**src/rtl/csw_pkg.sv**
```systemverilog
package csw_pkg;
    typedef enum logic [2:0] {
        ST_IDLE,
        ST_FETCH,
        ST_WRITE,
        ST_PCHECK,
        ST_FCHECK,
        ST_FINISH
    } csw_state_e;
endpackage

```
**src/rtl/csw_tracker.sv**
```systemverilog
module csw_tracker #(
    parameter int CNT_W       = 32,
    parameter int WORD_BYTES  = 4,
    parameter int CHECK_BYTES = 4096
) (
    input  logic                          clk,
    input  logic                          rst_n,
    input  logic                          load,
    input  logic [CNT_W-1:0]              load_bytes,
    input  logic                          step,
    output logic                          rem_zero,
    output logic                          last_step,
    output logic                          step_hits_chk,
    output logic [$clog2(WORD_BYTES)-1:0] tail_bytes,
    output logic [CNT_W-1:0]              written
);
    localparam int LANE_W  = $clog2(WORD_BYTES);
    localparam int CHK_LSB = $clog2(CHECK_BYTES);

    logic [CNT_W-1:0] rem_q;
    logic [CNT_W-1:0] written_q;
    logic [CNT_W-1:0] step_amt;
    logic [CNT_W-1:0] next_written;
    logic             full;

    always_comb begin
        full          = rem_q >= CNT_W'(WORD_BYTES);
        step_amt      = full ? CNT_W'(WORD_BYTES) : rem_q;
        next_written  = written_q + step_amt;
        step_hits_chk = full && (next_written[CHK_LSB-1:0] == '0);
        last_step     = rem_q <= CNT_W'(WORD_BYTES);
        rem_zero      = rem_q == '0;
        tail_bytes    = full ? '0 : rem_q[LANE_W-1:0];
        written       = written_q;
    end

    always_ff @(posedge clk or negedge rst_n) begin
        if (!rst_n) begin
            rem_q     <= '0;
            written_q <= '0;
        end else if (load) begin
            rem_q     <= load_bytes;
            written_q <= '0;
        end else if (step) begin
            rem_q     <= rem_q - step_amt;
            written_q <= next_written;
        end
    end
endmodule

```
**src/rtl/csw_lane_mask.sv**
```systemverilog
module csw_lane_mask #(
    parameter int DATA_W = 32,
    parameter int LANE_W = 2
) (
    input  logic [DATA_W-1:0] word_in,
    input  logic [LANE_W-1:0] tail_bytes,
    output logic [DATA_W-1:0] word_out
);
    localparam int LANES = DATA_W / 8;

    for (genvar g = 0; g < LANES; g++) begin : g_lane
        logic keep;
        assign keep = (tail_bytes == '0) || (LANE_W'(g) < tail_bytes);
        assign word_out[8*g +: 8] = keep ? word_in[8*g +: 8] : 8'h00;
    end
endmodule

```
**src/rtl/csw_reg_port.sv**
```systemverilog
module csw_reg_port #(
    parameter int              ADDR_W      = 12,
    parameter int              DATA_W      = 32,
    parameter logic [ADDR_W-1:0] DATA_ADDR   = 12'h028,
    parameter logic [ADDR_W-1:0] STATUS_ADDR = 12'h01C,
    parameter int              ERR_BIT     = 19
) (
    input  logic              clk,
    input  logic              rst_n,
    input  logic              issue_wr,
    input  logic              issue_rd,
    input  logic [DATA_W-1:0] wdata_in,
    input  logic              reg_ack,
    input  logic [DATA_W-1:0] reg_rdata,
    output logic              reg_req,
    output logic              reg_we,
    output logic [ADDR_W-1:0] reg_addr,
    output logic [DATA_W-1:0] reg_wdata,
    output logic              op_ack,
    output logic              err_seen
);
    localparam logic [DATA_W-1:0] ERR_MASK = DATA_W'(1) << ERR_BIT;

    logic              req_q;
    logic              we_q;
    logic [ADDR_W-1:0] addr_q;
    logic [DATA_W-1:0] wdata_q;

    always_ff @(posedge clk or negedge rst_n) begin
        if (!rst_n) begin
            req_q   <= 1'b0;
            we_q    <= 1'b0;
            addr_q  <= '0;
            wdata_q <= '0;
        end else if (issue_wr) begin
            req_q   <= 1'b1;
            we_q    <= 1'b1;
            addr_q  <= DATA_ADDR;
            wdata_q <= wdata_in;
        end else if (issue_rd) begin
            req_q   <= 1'b1;
            we_q    <= 1'b0;
            addr_q  <= STATUS_ADDR;
        end else if (req_q && reg_ack) begin
            req_q   <= 1'b0;
        end
    end

    always_comb begin
        reg_req   = req_q;
        reg_we    = we_q;
        reg_addr  = addr_q;
        reg_wdata = wdata_q;
        op_ack    = req_q && reg_ack;
        err_seen  = req_q && reg_ack && !we_q && ((reg_rdata & ERR_MASK) != '0);
    end
endmodule

```
**src/rtl/cfg_stream_writer.sv**
```systemverilog
module cfg_stream_writer
    import csw_pkg::*;
#(
    parameter int                ADDR_W      = 12,
    parameter int                DATA_W      = 32,
    parameter int                CNT_W       = 32,
    parameter logic [ADDR_W-1:0] DATA_ADDR   = 12'h028,
    parameter logic [ADDR_W-1:0] STATUS_ADDR = 12'h01C,
    parameter int                ERR_BIT     = 19,
    parameter int                CHECK_BYTES = 4096
) (
    input  logic              clk,
    input  logic              rst_n,
    input  logic              start,
    input  logic [CNT_W-1:0]  byte_count,
    input  logic              check_en,
    input  logic              in_valid,
    input  logic [DATA_W-1:0] in_data,
    output logic              in_ready,
    output logic              reg_req,
    output logic              reg_we,
    output logic [ADDR_W-1:0] reg_addr,
    output logic [DATA_W-1:0] reg_wdata,
    input  logic              reg_ack,
    input  logic [DATA_W-1:0] reg_rdata,
    output logic              done,
    output logic              error,
    output logic [CNT_W-1:0]  bytes_done
);
    localparam int WORD_BYTES = DATA_W / 8;
    localparam int LANE_W     = $clog2(WORD_BYTES);

    csw_state_e state_q, state_d;
    logic       chk_q;
    logic       err_q, err_d;
    logic       load, step, issue_wr, issue_rd;
    logic       rem_zero, last_step, step_hits_chk;
    logic       op_ack, err_seen;
    logic [LANE_W-1:0] tail_bytes;
    logic [DATA_W-1:0] masked;

    csw_tracker #(
        .CNT_W      (CNT_W),
        .WORD_BYTES (WORD_BYTES),
        .CHECK_BYTES(CHECK_BYTES)
    ) u_track (
        .clk          (clk),
        .rst_n        (rst_n),
        .load         (load),
        .load_bytes   (byte_count),
        .step         (step),
        .rem_zero     (rem_zero),
        .last_step    (last_step),
        .step_hits_chk(step_hits_chk),
        .tail_bytes   (tail_bytes),
        .written      (bytes_done)
    );

    csw_lane_mask #(
        .DATA_W(DATA_W),
        .LANE_W(LANE_W)
    ) u_mask (
        .word_in   (in_data),
        .tail_bytes(tail_bytes),
        .word_out  (masked)
    );

    csw_reg_port #(
        .ADDR_W     (ADDR_W),
        .DATA_W     (DATA_W),
        .DATA_ADDR  (DATA_ADDR),
        .STATUS_ADDR(STATUS_ADDR),
        .ERR_BIT    (ERR_BIT)
    ) u_port (
        .clk      (clk),
        .rst_n    (rst_n),
        .issue_wr (issue_wr),
        .issue_rd (issue_rd),
        .wdata_in (masked),
        .reg_ack  (reg_ack),
        .reg_rdata(reg_rdata),
        .reg_req  (reg_req),
        .reg_we   (reg_we),
        .reg_addr (reg_addr),
        .reg_wdata(reg_wdata),
        .op_ack   (op_ack),
        .err_seen (err_seen)
    );

    // State register and per-transfer flags
    always_ff @(posedge clk or negedge rst_n) begin
        if (!rst_n) begin
            state_q <= ST_IDLE;
            chk_q   <= 1'b0;
            err_q   <= 1'b0;
        end else begin
            state_q <= state_d;
            err_q   <= err_d;
            if (load) begin
                chk_q <= check_en;
            end
        end
    end

    // Transitions and the actions taken on them
    always_comb begin
        state_d  = state_q;
        err_d    = err_q;
        load     = 1'b0;
        step     = 1'b0;
        issue_wr = 1'b0;
        issue_rd = 1'b0;
        unique case (state_q)
            ST_IDLE: begin
                if (start) begin
                    load    = 1'b1;
                    err_d   = 1'b0;
                    state_d = (byte_count == '0) ? ST_FINISH : ST_FETCH;
                end
            end
            ST_FETCH: begin
                if (in_valid) begin
                    issue_wr = 1'b1;
                    state_d  = ST_WRITE;
                end
            end
            ST_WRITE: begin
                if (op_ack) begin
                    step = 1'b1;
                    if (chk_q && step_hits_chk) begin
                        issue_rd = 1'b1;
                        state_d  = ST_PCHECK;
                    end else if (last_step) begin
                        issue_rd = chk_q;
                        state_d  = chk_q ? ST_FCHECK : ST_FINISH;
                    end else begin
                        state_d = ST_FETCH;
                    end
                end
            end
            ST_PCHECK: begin
                if (op_ack) begin
                    if (err_seen) begin
                        err_d   = 1'b1;
                        state_d = ST_FINISH;
                    end else if (rem_zero) begin
                        issue_rd = 1'b1;
                        state_d  = ST_FCHECK;
                    end else begin
                        state_d = ST_FETCH;
                    end
                end
            end
            ST_FCHECK: begin
                if (op_ack) begin
                    err_d   = err_seen;
                    state_d = ST_FINISH;
                end
            end
            ST_FINISH: begin
                state_d = ST_IDLE;
            end
            default: state_d = ST_IDLE;
        endcase
    end

    // Outputs decoded from the state
    always_comb begin
        in_ready = state_q == ST_FETCH;
        done     = state_q == ST_FINISH;
        error    = (state_q == ST_FINISH) && err_q;
    end
endmodule

```
**config.mk**
```make
export PLATFORM = sky130hd
export DESIGN_NAME = cfg_stream_writer
export DESIGN_NICKNAME = d
export VERILOG_FILES = /design/src/rtl/csw_pkg.sv /design/src/rtl/csw_tracker.sv /design/src/rtl/csw_lane_mask.sv /design/src/rtl/csw_reg_port.sv /design/src/rtl/cfg_stream_writer.sv
export SDC_FILE = /design/constraint.sdc
export NUM_CORES = 1
export LEC_CHECK = 0
export BUFFER_PORTS_ARGS = -buffer_cell sky130_fd_sc_hd__buf_2
export CAP_MARGIN = 20
export CORE_MARGIN = 4
export CORE_UTILIZATION = 45
export DETAILED_ROUTE_END_ITERATION = 10
export PLACE_DENSITY_LB_ADDON = 0.25
export SLEW_MARGIN = 20
export SYNTH_ARGS = -nofsm -noshare
export SYNTH_HDL_FRONTEND = slang
export SYNTH_SLANG_ARGS = --single-unit
```
**constraint.sdc**
```tcl
create_clock -name clk -period 5.1 [get_ports clk]
set_clock_uncertainty 0.05 [all_clocks]
set_input_delay 1.53 -clock clk [delete_from_list [all_inputs] [get_ports clk]]
set_output_delay 1.53 -clock clk [all_outputs]
set_load 0.1 [all_outputs]
```
==> out/metrics.yaml, run 1 <==
outcome: "finished, final reports clean"
setup_viol: 0
busiest_layer: "met2"
htree_levels: 3
cts_setup_buffers: 0
whs_path_depth: 1
synthAdderAreaFrac_pct: 6.64
seq_area_mm2: 0.00263
path_cells: "or4_4 > or4_4 > or4_4 > nor2_8 > nand2_1 > inv_1 > ha_1 > a21o_1 > nand4_1 > a211oi_1 > mux2_2 > nor2_1 > nor4_1 > buf_4 > or3_1 > a32oi_1"
yosysTopAreaCell: "dfrtp_1"
synth_xor_area_share_pct: 6.27
endpoint_kind: "flip-flop"
place.port_buffers: 143
die_area_mm2: 0.0169
cts_buffers: 9
postRouteAntennaNets: 0
cts.sinks: 105
synth_edf_count: 0
maxCapViolCount: 0
reg2reg_from: "u_track.rem_q[16]"
synthArstFlopShare_pct: 100
slowest_stage: "or4_4"
fillers: 1398
synth_top_family_by_area: "simple AND/OR/NAND/NOR gates"
min-delay-path-class: "reg -> reg"
overflow: 0
drv_slew: 0
finalHoldViolations: 0
min_from: "u_port.reg_addr[3]"
globalplace.congestion: 0.839
worstMarginPinSlew_ps: 881
grt_max_degree: 69
gr-usage-met3_pct: 4.87
clock_latency_ps: 360
avgSynthCellArea_um2: 8.67
wirelength_um: 16900
drt_iter0_drc: 404
netlist_instances: 774
yosys.area.top_type_share_pct: 39.2
vias: 5985
met2_usage_pct: 32.9
muxShareOfSynthArea_pct: 1.81
fin_setup_tns_ps: 0
finalCritPeriodShare_pct: 95.3
synth-compound-area-share_pct: 18.9
fin_nets: 1061
drt_pass1_iterations: 5
clk_path_buf_depth: 2
synth_area_mm2: 0.00671
post-route-util_pct: 54.4
grt_usage_pct: 19.7
slowest_delay_ps: 620
crit_top_cell: "or4_4"
timing_worst_setup_path_type: "reg -> reg"
rr_worst_depth: 16
num_rows: 44
drive_above_1_share_pct: 21.1
ioPinCount: 183
reg2reg_setup_slack_ps: 240
critPathLaunchType: "flip-flop"
cp.arrival_ps: 5090
whs_ps: 415
ys_top_cells_by_area: "dfrtp_1 (39%), ha_1 (6.3%), o21ai_0 (6.0%), nand2_1 (5.7%), xnor2_1 (4.3%)"
drc: 0
antennaDiodeCount: 0
root_buffer: "clkbuf_16"
path_max_fanout: 7
fp.dieW_um: 130
grt_pass1_vias: 5416
rsz0062_at_grt: "false"
multiInputGateArea_mm2: 0.00394
clk_pin_slew_worst_paths_ps: 80
yosysUniqueCellTypes: 67
setup_ws_ps: 238
ys_ff_latch: 105
finalCriticalPeriod_ps: 4860
initial_core_util_pct: 46.0
worst-endpoint-required_ps: 5330
place_ws_ps: 297
syn2layout_area_growth_pct: 18.4
yosys_warnings: 0
grt_use_met1_pct: 26.4
avgViaCountPerCell: 5.38
coreArea_mm2: 0.0146
reg2reg_to: "state_q[2]"
synthFlopType: "dfrtp_1"
antenna_found_initial: 0
worstHoldEndpoint: "u_port.reg_addr[3]"
synthSimpleGateAreaFrac_pct: 22.9
dieHeight_um: 130
dp_hpwl_um: 12300
relSlewSlack_pct: 41.2
ys_seq_area_share_pct: 39.2
grt_pass1_wl_um: 26900
max_freq_ghz: 0.206
wl_per_cell_um: 15.1
cts_tree: "done"
per-stage QoR:
step | cell area (um2) | instances
after detailed placement | 7630 | 1096
final | 7940 | 1113
after floorplan | 6840 | 809
after CTS | 7920 | 1112
after global routing | 7940 | 1113
after global placement | 7630 | 1096
metal layers:
layer | routed length, um | share of wire [%] | vias up
met3 | 948 | 5.6 | 11
li1 | - | - | 3064
met5 | 0 | 0 | -
met1 | 7720 | 46 | 2784
met2 | 8050 | 48 | 126
met4 | 135 | 0.80 | 0
layout by cell type, fill, tap and decap left out, types with 8 or more instances in the layout:
master,count
buf_2,142
dfrtp_1,105
nand2_1,101
o21ai_0,81
nor2_1,51
nand3_1,43
conb_1,37
a21oi_1,34
ha_1,34
xnor2_1,33
nor3_1,24
nor4_1,17
nand2b_1,16
a21o_1,15
xor2_1,15
buf_4,11
inv_1,10
a211oi_1,10
mux2_2,9
clkbuf_16,9
nand4_1,8
worst max-delay path by stage:
stage | startpoint | endpoint | depth (start not counted)
after floorplan | state_q[2] | error | 4
after global placement | u_track.rem_q[16] | u_port.reg_addr[5] | 15
after detailed placement | u_track.rem_q[16] | u_port.reg_addr[3] | 16
after CTS | u_track.rem_q[16] | u_port.reg_addr[3] | 16
after global routing | u_track.rem_q[16] | state_q[2] | 16
final | u_track.rem_q[16] | state_q[2] | 16
synth_stat cells, types with 8 or more instances:
| library cell | n |
|---|---|
| buf_4 | 11 |
| a21oi_1 | 34 |
| nand4_1 | 8 |
| a211oi_1 | 10 |
| nand2_1 | 101 |
| nand2b_1 | 16 |
| xnor2_1 | 33 |
| nor4_1 | 18 |
| clkbuf_1 | 34 |
| a21o_1 | 15 |
| nand3_1 | 43 |
| nor2_1 | 51 |
| dfrtp_1 | 105 |
| nor3_1 | 24 |
| xor2_1 | 15 |
| mux2_2 | 9 |
| o21ai_0 | 81 |
| ha_1 | 34 |
| inv_1 | 10 |
layout make-up:
cell class              count  share of cell area, %
multi-input cells         643                   49.7
flip-flops and latches    105                   33.1
repair buffers            154                   10.2
clock buffers              10                   3.01
well taps                 184                   2.90
clock inverters             6                  0.630
inverters                  11                  0.520
critical path, delay by kind of cell, from the launching register on:
family | cells | cell delay [ps]
flops | 1 | 430
compound gates | 3 | 680
buf+inv | 2 | 280
fa+ha+maj | 1 | 160
mux | 1 | 370
simple gates | 9 | 2810
state kept, by name, indices dropped and copies added (netlist names):
name / count
u_track.written: 32
chk_q: 1
u_port.reg_req: 1
u_port.reg_wdata: 32
err_q: 1
u_track.rem_q: 32
u_port.reg_addr: 3
state_q: 3
timing repair:
| item | in CTS | in global routing |
|---|---|---|
| resized for setup | 0 | 1 |
| hold buffers | 0 | 0 |
| endpoints found under the setup margin | 0 | 3 |
logic make-up after synthesis:
group,Yosys count
AOI/OAI and AO/OA,203
xor gates and xnor gates,48
adders and majority gates,35
buffers and inverters,61
DFF,105
muxes,11
other,2
and+or+nand+nor,309
Power of run 1 is left out: the tool's default activity adds up to more than one toggle a clock period on the data nets, which glitch-free logic cannot reach.
==> run 2, diff against run 1 <==
--- a/config.mk
+++ b/config.mk
@@ -5,10 +5,13 @@
 export SDC_FILE = /design/constraint.sdc
 export NUM_CORES = 1
 export LEC_CHECK = 0
+export ABC_AREA = 1
 export BUFFER_PORTS_ARGS = -buffer_cell sky130_fd_sc_hd__buf_2
 export CAP_MARGIN = 20
+export CELL_PAD_IN_SITES_DETAIL_PLACEMENT = 0
+export CELL_PAD_IN_SITES_GLOBAL_PLACEMENT = 1
 export CORE_MARGIN = 4
-export CORE_UTILIZATION = 45
+export CORE_UTILIZATION = 38
 export DETAILED_ROUTE_END_ITERATION = 10
 export PLACE_DENSITY_LB_ADDON = 0.25
 export SLEW_MARGIN = 20
==> out/metrics.yaml, run 2 <==
cp.arrival_ps: 3750
synth_area_mm2: 0.00753
cts_setup_buffers: 0
p_per_area_mw_per_mm2: 683
vias: 7555
p_leak_nw: 4.92
fillers: 2103
wirelength_um: 21700
clock_latency_ps: 360
clk_pin_slew_worst_paths_ps: 80
yosysMostFrequentCell: "nand2_1"
fp.dieW_um: 149
yosys_warnings: 0
root_buffer: "clkbuf_16"
whs_ps: 420
num_rows: 51
min_from: "u_port.reg_wdata[5]"
antennaDiodeCount: 0
synth_edf_count: 0
yosysUniqueCellTypes: 46
peakVddDrop_mv: 0.502
cp-startpoint: "u_track.rem_q[24]"
ioPinCount: 183
yosys.area.top_type_share_pct: 34.9
fin_nets: 1400
synthFlopType: "dfrtp_1"
path_max_fanout: 7
coreArea_mm2: 0.0195
maxCapViolCount: 0
worst-endpoint-required_ps: 5280
drv_slew: 0
worstHoldEndpoint: "u_port.reg_wdata[5]"
setup_viol: 0
whs_path_depth: 2
syn2layout_area_growth_pct: 17.9
finalHoldViolations: 0
overflow: 0
ctsResizeCount: 0
grt_pass1_wl_um: 36100
postRouteAntennaNets: 0
initial_core_util_pct: 38.7
cts_buffers: 9
ys_top_cells_by_count: "nand2_1 (391), dfrtp_1 (105), nor2_1 (96)"
finalCriticalPeriod_ps: 3570
rsz0062_at_grt: "false"
ys_top_cells_by_area: "dfrtp_1 (35%), nand2_1 (19%), ha_1 (5.6%), nand3_1 (5.2%), nor2_1 (4.8%)"
finish.instance_area_mm2: 0.00888
min-delay-path-class: "reg -> reg"
drt_iter0_drc: 363
rr_worst_depth: 21
worstMarginPinSlew_ps: 764
cts.sinks: 105
layout_common_cells: "nand2_1 (391), buf_2 (142), dfrtp_1 (105)"
post-route-util_pct: 45.6
cts_tree: "done"
yosysTopAreaCell: "dfrtp_1"
finalCritPeriodShare_pct: 70.0
ys_seq_area_share_pct: 34.9
dieHeight_um: 149
max_freq_ghz: 0.280
grt_max_degree: 60
wl_per_cell_um: 14.2
cts-hold-fix-buffers: 0
htree_levels: 3
critPathLaunchType: "flip-flop"
die_area_mm2: 0.0221
finalPower_mw: 6.06
final_common_cell: "nand2_1"
reg2reg_to: "u_port.reg_addr[5]"
reg2reg_from: "u_track.rem_q[24]"
timing_worst_setup_path_type: "reg -> reg"
fin_setup_tns_ps: 0
outcome: "finished, final reports clean"
reg2reg_setup_slack_ps: 1530
synthArstFlopShare_pct: 100
antenna_found_initial: 1
place.port_buffers: 143
relSlewSlack_pct: 49.0
endpoint_kind: "flip-flop"
seq_area_mm2: 0.00263
drive_above_1_share_pct: 16.2
globalplace.congestion: 0.867
dp_hpwl_um: 16600
netlist_instances: 1106
ys_ff_latch: 105
drc: 0
drt_pass1_iterations: 4
grt_usage_pct: 19.9
avgViaCountPerCell: 4.93
grt_pass1_vias: 7302
avgSynthCellArea_um2: 6.81
placed_area_mm2: 0.00857
multiInputGateArea_mm2: 0.00446
clk_path_buf_depth: 2
-- run 2: stage by stage --
stage,cells,setup WS (ps)
2_1_floorplan,1141,182
5_1_grt,1533,1110
3_5_place_dp,1517,1170
6_report,1533,1530
3_3_place_gp,1517,1190
4_1_cts,1533,1480
-- run 2: how the worst max path moves through the flow --
stage	cells after the start	slack, ps	endpoint
floorplan	1	180	error
global placement	7	1190	u_track.rem_q[5]
detailed placement	7	1170	u_track.rem_q[5]
CTS	21	1480	u_port.reg_addr[5]
global route	21	1110	u_port.reg_addr[5]
finish	21	1530	u_port.reg_addr[5]
-- run 2: area by class of cell --
type,instances,area share (%)
inverters,102,4.31
multi-input cells,899,50.2
clock inverters,7,0.944
flip-flops and latches,105,29.6
clock buffers,9,2.54
well taps,265,3.74
repair buffers,146,8.63
-- run 2: kinds of logic (layout without fill, tap and decap cells) --
kind of cell    count (synthesis)  count (layout)  share of synthesized area [%]
other cells                     2              37                         0.0997
buf+inv                       137             264                           7.66
simple gates                  655             655                           37.9
flops                         105             105                           34.9
fa+ha+maj                      35              35                           5.92
compound gates                167             167                           13.0
xor+xnor                        5               5                          0.582
-- run 2: report_power, final --
| part | switching (mW) | internal, mW |
|---|---|---|
| logic | 2.99 | 0.848 |
| clock network | 0.370 | 0.392 |
| registers | 0.301 | 1.15 |
-- run 2: routing by layer --
layer  track usage, %  routed length, um  vias to the layer above
met5                0                  7                        -
met4             3.62                170                        2
met3             4.53               1290                       16
met2             30.6               9360                      179
met1             29.1              10900                     3448
li1                 -                  -                     3910
-- run 2: critical path, stage by stage, from the launching register on --
cell     delay [ps]
dfrtp_1         470
nor2_2          180
nand2_1          90
nor2_1          140
nand2_2         130
inv_2           110
nand2_4          90
nor2_1          220
ha_1            280
fa_1            460
nor2_1          110
nand2_1          60
nor2_1          120
nand3_1          90
nor2_1          100
nand2_1          70
nor2_1          100
nand3_1         210
nand2_1         120
nand2_1         110
nand2_1          80
nand2_1          40
Power figures use the tool's default switching activity.
==> run 3, diff against run 2 <==
--- a/config.mk
+++ b/config.mk
@@ -11,7 +11,7 @@
 export CELL_PAD_IN_SITES_DETAIL_PLACEMENT = 0
 export CELL_PAD_IN_SITES_GLOBAL_PLACEMENT = 1
 export CORE_MARGIN = 4
-export CORE_UTILIZATION = 38
+export CORE_UTILIZATION = 35
 export DETAILED_ROUTE_END_ITERATION = 10
 export PLACE_DENSITY_LB_ADDON = 0.25
 export SLEW_MARGIN = 20
==> constraint.sdc (replaced) <==
create_clock -name clk -period 3.05 [get_ports clk]
set_clock_uncertainty 0.05 [all_clocks]
set_input_delay 0.915 -clock clk [delete_from_list [all_inputs] [get_ports clk]]
set_output_delay 0.915 -clock clk [all_outputs]
set_load 0.1 [all_outputs]
==> out/metrics.yaml, run 3 (synthesis results as in run 2) <==
final_cells: 1611
cts_buffers: 9
clk_pin_slew_worst_paths_ps: 80
setup_ws_ps: 114
drive_above_1_share_pct: 22.3
rsz0062_at_grt: "true"
cp-startpoint: "u_track.rem_q[27]"
timing_worst_setup_path_type: "reg -> reg"
top_layer_used: "met4"
globalplace.congestion: 0.844
endpoint_kind: "flip-flop"
min_from: "u_port.reg_wdata[2]"
outcome: "finished, final reports clean"
wl_per_cell_um: 14.0
fillers: 2263
setup_viol: 0
slowest_stage: "fa_1"
clock_latency_ps: 360
wl_met2_um: 9750
cts-hold-fix-buffers: 0
overflow: 0
die_area_mm2: 0.0239
layout_common_cells: "nand2_1 (386), buf_2 (142), dfrtp_1 (105)"
fin_nets: 1468
wl_met1_um: 11200
maxCapViolCount: 0
grt_pass1_wl_um: 37300
antennaDiodeCount: 0
final_common_cell: "nand2_1"
clk_path_buf_depth: 2
avgViaCountPerCell: 4.82
grt_pass1_vias: 7583
root_buffer: "clkbuf_16"
p_per_area_mw_per_mm2: 1130
cp.arrival_ps: 3120
max_freq_ghz: 0.341
slowest_delay_ps: 430
worst-endpoint-required_ps: 3230
critPathLaunchType: "flip-flop"
place_ws_ps: -103
critPathBufInv: 1
drv_slew: 0
num_rows: 53
path_cells: "nor2_2 > nand2_2 > nor2_2 > nand2_2 > inv_2 > nand2_4 > nor2_4 > ha_4 > fa_1 > nor2_1 > nand2_1 > nor2_1 > nand3_1 > nor2_1 > nand2_1 > nor2_1 > nand3_2 > nand2_2 > nand2_4 > nand2_1 > nand2_1"
reg2reg_from: "u_track.rem_q[27]"
met3_length_um: 1330
finalHoldViolations: 0
htree_levels: 3
dieHeight_um: 155
grt_usage_pct: 18.9
relSlewSlack_pct: 60.7
ioPinCount: 183
cts_tree: "done"
worstMarginPinSlew_ps: 584
syn2layout_area_growth_pct: 26.2
placed_area_mm2: 0.00908
drt_iter0_drc: 465
p_leak_nw: 5.27
grt_max_degree: 40
crit_family: "simple AND/OR/NAND/NOR gates"
peakVddDrop_mv: 0.847
fp.dieW_um: 155
drt_pass1_iterations: 4
coreArea_mm2: 0.0211
drc: 0
place.port_buffers: 143
path_max_fanout: 4
vias: 7771
placed_cells: 1592
initial_core_util_pct: 35.7
antenna_found_initial: 0
finish.instance_area_mm2: 0.00951
dp_hpwl_um: 17500
wirelength_um: 22500
finalCritPeriodShare_pct: 96.3
min-delay-path-class: "reg -> reg"
cts.sinks: 105
postRouteAntennaNets: 0
finalCriticalPeriod_ps: 2940
==> run 3: changes by cell type in the layout (fill, tap and decap cells not counted), sizes merged <==
cell / change
buf: +68
bufinv: -1
inv: +1
==> run 3: routing by layer <==
metal	track usage, %	vias up
met5	0	-
met4	3.91	0
met3	4.28	15
met2	29.2	174
met1	27.3	3541
li1	-	4041
==> run 3: timing repair <==
action,4_1_cts,5_1_grt
setup endpoints to repair,9,22
buffers inserted,0,3
pin swaps,1,16
hold endpoints to repair,0,0
gates resized for setup,7,23
==> run 3: area by class of cell <==
cell class	instances	area (um2)	share of cell area (%)
Clock buffer	9	225	2.37
Clock inverter	7	67.6	0.711
Inverter	102	383	4.03
Multi-Input combinational cell	899	4580	48.2
Sequential cell	105	2630	27.6
Tap cell	275	344	3.62
Timing Repair Buffer	214	1280	13.4
==> run 3: worst reg2reg max path: cells and delay by family, from the launching register on <==
| kind | cells | cell delay, ps |
|---|---|---|
| flops | 1 | 400 |
| simple gates | 18 | 1690 |
| fa+ha+maj | 2 | 580 |
| buf+inv | 1 | 80 |
==> run 3: metrics by stage <==
step	total power [mW]	util [%]	hold slack [ps]	setup TNS, ps
global placement	9.38	43.1	398	-167
finish	10.8	45.1	418	0
detailed placement	9.41	43.1	401	-262
CTS	10.7	44.6	423	0
global route	11.6	45.1	447	-799
floorplan	7.63	-	438	-113
==> run 3: final timing paths <==
| check | cells past startpoint | endpoint | slack (ps) |
|---|---|---|---|
| setup / recovery | 21 | u_port.reg_addr[5] | 110 |
| hold / removal | 2 | u_port.reg_wdata[2] | 420 |
| setup reg to reg | 21 | u_port.reg_addr[5] | 110 |
| hold reg to reg | 2 | u_port.reg_wdata[2] | 420 |
| max in group asynchronous | 2 | state_q[0] | 1770 |
| min in group asynchronous | 1 | u_track.rem_q[23] | 450 |
==> run 3: where the power goes <==
group / internal, mW / total, mW / switching [mW]
logic: 1.93 / 7.28 / 5.36
clock network: 0.581 / 1.20 / 0.615
registers: 1.93 / 2.30 / 0.371
total: 4.44 / 10.8 / 6.34
